File: src/rtl/reg_write_guard.sv
module reg_write_guard #(
  parameter logic [7:0] DEV_WRITE   = 8'hDE,
  parameter logic [7:0] SR_ADDR     = 8'h3F,
  parameter logic [7:0] RTC_BASE    = 8'h30,
  parameter int         RTC_BYTES   = 8,
  parameter logic [7:0] CTL_BASE    = 8'h10,
  parameter int         CTL_BYTES   = 5,
  parameter int         BUSY_CYCLES = 2000
) (
  input  logic       clk,
  input  logic       rst_n,
  input  logic       bus_start,
  input  logic [7:0] bus_dev,
  input  logic       bus_addr_vld,
  input  logic       bus_data_vld,
  input  logic [7:0] bus_byte,
  input  logic       bus_stop,
  input  logic       bus_abort,
  output logic       wr_en,
  output logic [1:0] wr_area,
  output logic [7:0] wr_addr,
  output logic [7:0] wr_data,
  output logic       wel,
  output logic       rwel,
  output logic       busy
);
  timeunit 1ns;
  timeprecision 1ps;

  localparam int CW = $clog2(BUSY_CYCLES + 1);
  localparam logic [1:0] AR_NONE = 2'd0, AR_RTC = 2'd1, AR_CTL = 2'd2, AR_SR = 2'd3;
  localparam logic [8:0] RTC_END = 9'(int'(RTC_BASE) + RTC_BYTES);
  localparam logic [8:0] CTL_END = 9'(int'(CTL_BASE) + CTL_BYTES);

  function automatic logic [1:0] area_of(input logic [7:0] a);
    logic [8:0] w;
    w = {1'b0, a};
    if (a == SR_ADDR)                                 return AR_SR;
    else if (w >= {1'b0, RTC_BASE} && w < RTC_END)    return AR_RTC;
    else if (w >= {1'b0, CTL_BASE} && w < CTL_END)    return AR_CTL;
    else                                              return AR_NONE;
  endfunction

  logic          txn_on, addr_ok, hit_mem, hit_ctl;
  logic [7:0]    ptr;
  logic [1:0]    first_ar, cur_ar;
  logic [CW-1:0] cnt;
  logic          take, sr_wr, mem_wr;

  assign busy   = cnt != '0;
  assign cur_ar = area_of(ptr);
  assign take   = bus_data_vld && txn_on && addr_ok && !busy;
  assign sr_wr  = take && cur_ar == first_ar && cur_ar == AR_SR;
  assign mem_wr = take && cur_ar == first_ar && (cur_ar == AR_RTC || cur_ar == AR_CTL)
                  && wel && rwel;

  always_ff @(posedge clk) begin
    if (!rst_n) begin
      txn_on <= 1'b0; addr_ok <= 1'b0; hit_mem <= 1'b0; hit_ctl <= 1'b0;
      ptr <= '0; first_ar <= AR_NONE; cnt <= '0;
      wel <= 1'b0; rwel <= 1'b0;
      wr_en <= 1'b0; wr_area <= AR_NONE; wr_addr <= '0; wr_data <= '0;
    end else begin
      wr_en <= mem_wr;
      if (mem_wr) begin
        wr_area <= cur_ar;
        wr_addr <= ptr;
        wr_data <= bus_byte;
      end
      if (busy) cnt <= cnt - CW'(1);

      if (bus_start) begin
        txn_on  <= bus_dev == DEV_WRITE;
        addr_ok <= 1'b0;
        hit_mem <= 1'b0;
        hit_ctl <= 1'b0;
      end else if (bus_stop || bus_abort) begin
        txn_on  <= 1'b0;
        addr_ok <= 1'b0;
        if (bus_stop && txn_on && hit_mem) rwel <= 1'b0;
        if (bus_stop && txn_on && hit_ctl) cnt  <= CW'(BUSY_CYCLES);
      end else if (bus_addr_vld && txn_on && !addr_ok) begin
        ptr      <= bus_byte;
        first_ar <= area_of(bus_byte);
        addr_ok  <= 1'b1;
      end else if (bus_data_vld && txn_on && addr_ok) begin
        ptr <= ptr + 8'd1;
        if (mem_wr) begin
          hit_mem <= 1'b1;
          if (cur_ar == AR_CTL) hit_ctl <= 1'b1;
        end
        if (sr_wr) begin
          case (bus_byte)
            8'h00: begin wel <= 1'b0; rwel <= 1'b0; end
            8'h02: wel <= 1'b1;
            8'h06: if (wel) rwel <= 1'b1;
            default: ;
          endcase
        end
      end
    end
  end

  assert_rwel_implies_wel_R3: assert property (@(posedge clk) disable iff (!rst_n)
    rwel |-> wel);
  assert_rwel_rise_on_06_R3: assert property (@(posedge clk) disable iff (!rst_n)
    $rose(rwel) |-> $past(bus_data_vld && bus_byte == 8'h06));
  assert_fwd_needs_unlock_R7: assert property (@(posedge clk) disable iff (!rst_n)
    wr_en |-> $past(wel && rwel));
  assert_fwd_not_busy_R13: assert property (@(posedge clk) disable iff (!rst_n)
    wr_en |-> $past(!busy));
  assert_busy_after_stop_R12: assert property (@(posedge clk) disable iff (!rst_n)
    $rose(busy) |-> $past(bus_stop));
  assert_abort_keeps_latches_R9: assert property (@(posedge clk) disable iff (!rst_n)
    bus_abort |=> $stable(rwel) && $stable(wel));
  assert_area_code_R5: assert property (@(posedge clk) disable iff (!rst_n)
    wr_en |-> (wr_area == AR_RTC || wr_area == AR_CTL));
endmodule

File: config.mk
export PLATFORM = sky130hd
export DESIGN_NAME = reg_write_guard
export DESIGN_NICKNAME = d
export VERILOG_FILES = /design/src/rtl/reg_write_guard.sv
export SDC_FILE = /design/constraint.sdc
export NUM_CORES = 1
export LEC_CHECK = 0
export CAP_MARGIN = 30
export CORE_MARGIN = 2
export CORE_UTILIZATION = 40
export CTS_BUF_LIST = sky130_fd_sc_hd__clkbuf_16
export DETAILED_ROUTE_END_ITERATION = 10
export GPL_TIMING_DRIVEN = 0
export SYNTH_ARGS = -nofsm -noshare
export SYNTH_HDL_FRONTEND = slang
export SYNTH_SLANG_ARGS = --single-unit
File: constraint.sdc
create_clock -name clk -period 3.2 [get_ports clk]
set_input_delay 0.32 -clock clk [delete_from_list [all_inputs] [get_ports clk]]
set_output_delay 0.32 -clock clk [all_outputs]
set_load 0.03 [all_outputs]
==> flow_summary.yaml <==
run_status:
  run_status: "finished, final reports clean"
critical_path:
  worst-path-buf-inv: 2
  critical_path.slowest_cell: "sky130_fd_sc_hd__nor3b_1"
  worstPathArrival_ps: 2900
  cpPeakStageDelay_ps: 590
  cp_data_required_time_ps: 3350
  timing.critical_path.from_type: "flip-flop"
  worst_setup_path_end_kind: "flip-flop"
  criticalPathCategory: "reg -> reg"
  critical_path.max_fanout: 10
  cp_cell_sequence: "nor3b_1, nand3_1, inv_1, ha_1, and3_1, o211ai_1, buf_2, mux2i_1, nor2_1"
  path_delay_family: "simple AND/OR/NAND/NOR gates"
  r2r_start: "ptr[4]"
  crit_start: "ptr[4]"
run:
  max_cap_violations: 0
sta:
  setup_viol: 0
  fin_setup_tns_ps: 0
  setup_repair_after_global_routing_missed_its_margin: "false"
  fmax_ghz: 0.3637
  final.hold.worst_slack_ps: 446.1
  finalCritPeriodShare_pct: 85.93
  timing_worst_slew_pin_value_ps: 723.2
  final-hold-violation-count: 0
  worst_slack_ps: 450.1
  worst_slew_margin_rel_pct: 51.11
  finalMaxSlewViolations: 0
  final.setup_skew_ps: 5.361
  final_min_period_ps: 2750
grt:
  number_of_global_route_vias_before_repair: 1939
  grt-ovfl-total: 0
  antenna_violations_before_repair: 0
  grt_pass1_wl_mm: 9.653
  grt_usage_pct: 19.37
  pin_count_of_the_biggest_net_entering_global_routing: 14
clock_network:
  htree_levels: 2
  cts.clk_slew.worst_paths_ps: 60
  cts_setup_buffers: 0
  cts_buffers: 5
  holdBufCountCts: 0
  cts_tree: "done"
  ctsResizeCount: 0
  cts_sinks: 46
  cts.path.max_buffers: 2
  cts-root-buf: "sky130_fd_sc_hd__clkbuf_16"
  clk_latency_ps: 280
logic_synthesis:
  synth_largest_area_cell: "sky130_fd_sc_hd__dfxtp_1"
  yosys-top-cells-area: "sky130_fd_sc_hd__dfxtp_1 40%, sky130_fd_sc_hd__mux2i_1 8.3%, sky130_fd_sc_hd__nor2_1 6.2%"
  synth_cell_type_count: 48
  yosysSeqAreaShare_pct: 40.00
  synth_edf_count: 0
  syn-cell-area_um2: 2302
  ys_top_cells_by_count: "46 x sky130_fd_sc_hd__dfxtp_1, 38 x sky130_fd_sc_hd__nor2_1, 24 x sky130_fd_sc_hd__nand2_1"
  avgSynthCellArea_um2: 8.590
  synth.most_common_cell: "sky130_fd_sc_hd__dfxtp_1"
  dominantRegCellSynth: "sky130_fd_sc_hd__dfxtp_1"
  synth.net_count: 297
  postSynthCellCount: 268
  ys_ff_latch: 46
  share_of_synthesized_registers_carrying_an_async_set_or_reset_pct: 0
  yosysWarnings: 0
  post-synth-top-area-fraction_pct: 40.00
detailed_routing:
  route.detailed.wl_per_inst_um: 14.49
  drcViolationCount: 0
  num_vias: 2084
  antenna_left: 0
  route.detailed.vias_per_inst: 5.330
  first_pass_iters: 6
  drt_iter0_markers: 99
  final_routed_wirelength_across_all_metal_layers_mm: 5.667
placed_design:
  placer_congestion_estimate: 0.8058
  placedCellCount: 383
  post_place_setup_slack_ps: 479.2
  placedInstanceArea_um2: 2823
  io_buffer_count: 43
  place.detailed.hpwl_mm: 4.181
floorplanning:
  floorplan.initialDensity_pct: 41.55
  dieHeight_um: 79.87
  dieArea_um2: 6378
  floorplan.core_area_um2: 5540
  die_w_um: 79.87
  floorplan.rows: 27
  ios: 45
cells_and_area:
  layout.nets: 347
  fillers: 552
  number_of_antenna_diodes: 0
  area_delta_synth_final_pct: 28.59
  final_cells: 391
  design_area_um2: 2960
  drive_gt1_share_pct: 4.702
power_and_ir_drop:
  static-leakage-power_nw: 1.180
  power_per_cell_area_nw_per_um2: 527.9
  irDropWorstVdd_uv: 244.0
min_path:
  timing.hold.worst.start: "hit_mem"
  worst_hold_path_class: "reg -> reg"
-- final cells by class --
cell class              instances  area (um2)  share of cell area [%]
multi-input cells             203        1308                   44.17
well taps                      72       90.09                   3.043
repair buffers                 43       430.4                   14.54
flip-flops and latches         46       920.9                   31.11
clock buffers                   5       125.1                   4.227
plain buffers                   8       32.53                   1.099
inverters                      11       41.29                   1.395
clock inverters                 3       12.51                  0.4227
-- path summary, 6_finish.rpt --
check        cells past startpoint         end  slack (ps)
max                              9  wr_data[4]         450
min                              2     hit_mem         450
max reg2reg                      9  wr_data[4]         450
min reg2reg                      2     hit_mem         450
-- per-stage QoR --
stage	utilization (%)	total power, mW
6_report	53.43	1.563
5_1_grt	53.43	1.658
4_1_cts	53.43	1.581
3_5_place_dp	50.95	1.090
3_3_place_gp	50.95	1.084
2_1_floorplan	-	0.9840
-- per-layer routing --
layer / wire, um / part of all wire (%) / global-route usage [%]
met5: 0 / 0 / 0
met1: 2827 / 50 / 28.19
met2: 2532 / 45 / 29.83
met4: 51 / 0.90 / 4.576
met3: 255 / 4.5 / 3.281
-- cell usage in the layout (no fill, tap or decap), drive strengths merged, types with 2 or more instances in the layout --
master / synthesis / routed
dfxtp: 46 / 46
clkdlybuf4s50: 0 / 43
nor2: 39 / 39
nand2: 24 / 24
mux2i: 19 / 19
a21oi: 18 / 18
inv: 10 / 11
nand3: 10 / 10
clkbuf: 5 / 10
and3: 8 / 8
o21ai: 8 / 8
xnor2: 7 / 7
a211oi: 6 / 6
ha: 6 / 6
nor3: 5 / 5
nor4: 5 / 5
and2: 4 / 4
nand4: 4 / 4
nand4b: 4 / 4
nor4b: 4 / 4
nand2b: 3 / 3
a32oi: 3 / 3
or4: 3 / 3
clkinv: 1 / 3
buf: 3 / 3
a22o: 2 / 2
nor3b: 2 / 2
o211ai: 2 / 2
nor2b: 2 / 2
o31ai: 2 / 2
a22oi: 2 / 2
or3: 2 / 2
or2: 2 / 2
-- worst min-delay path, cell delays in order, from the launching register on --
cell,delay [ps]
sky130_fd_sc_hd__dfxtp_1,310
sky130_fd_sc_hd__inv_1,40
sky130_fd_sc_hd__a21oi_1,50
-- cells by family after synthesis --
logic type                 Yosys count  share of synthesized area [%]
xor gates and xnor gates             7                          2.663
adders and majority gates            6                          3.261
muxes                               19                          8.261
buffers and inverters               19                          3.206
and+or+nand+nor                    121                          28.48
AOI/OAI and AO/OA                   50                          14.13
DFF                                 46                          40.00
-- registers in the layout, indices dropped and copies added (netlist names) --
| register | count |
|---|---|
| cnt | 11 |
| wr_en | 1 |
| hit_mem | 1 |
| wr_data | 8 |
| hit_ctl | 1 |
| wr_addr | 8 |
| addr_ok | 1 |
| rwel | 1 |
| first_ar | 2 |
| wr_area | 2 |
| txn_on | 1 |
| ptr | 8 |
| wel | 1 |
-- report_power, final --
group / switching [mW] / internal [mW] / leakage (nW)
Sequential: 0.0553 / 0.618 / 0.372
Combinational: 0.208 / 0.193 / 0.736
Clock: 0.206 / 0.282 / 0.0724
Total: 0.469 / 1.09 / 1.18
(Power assumes the default switching activity.)
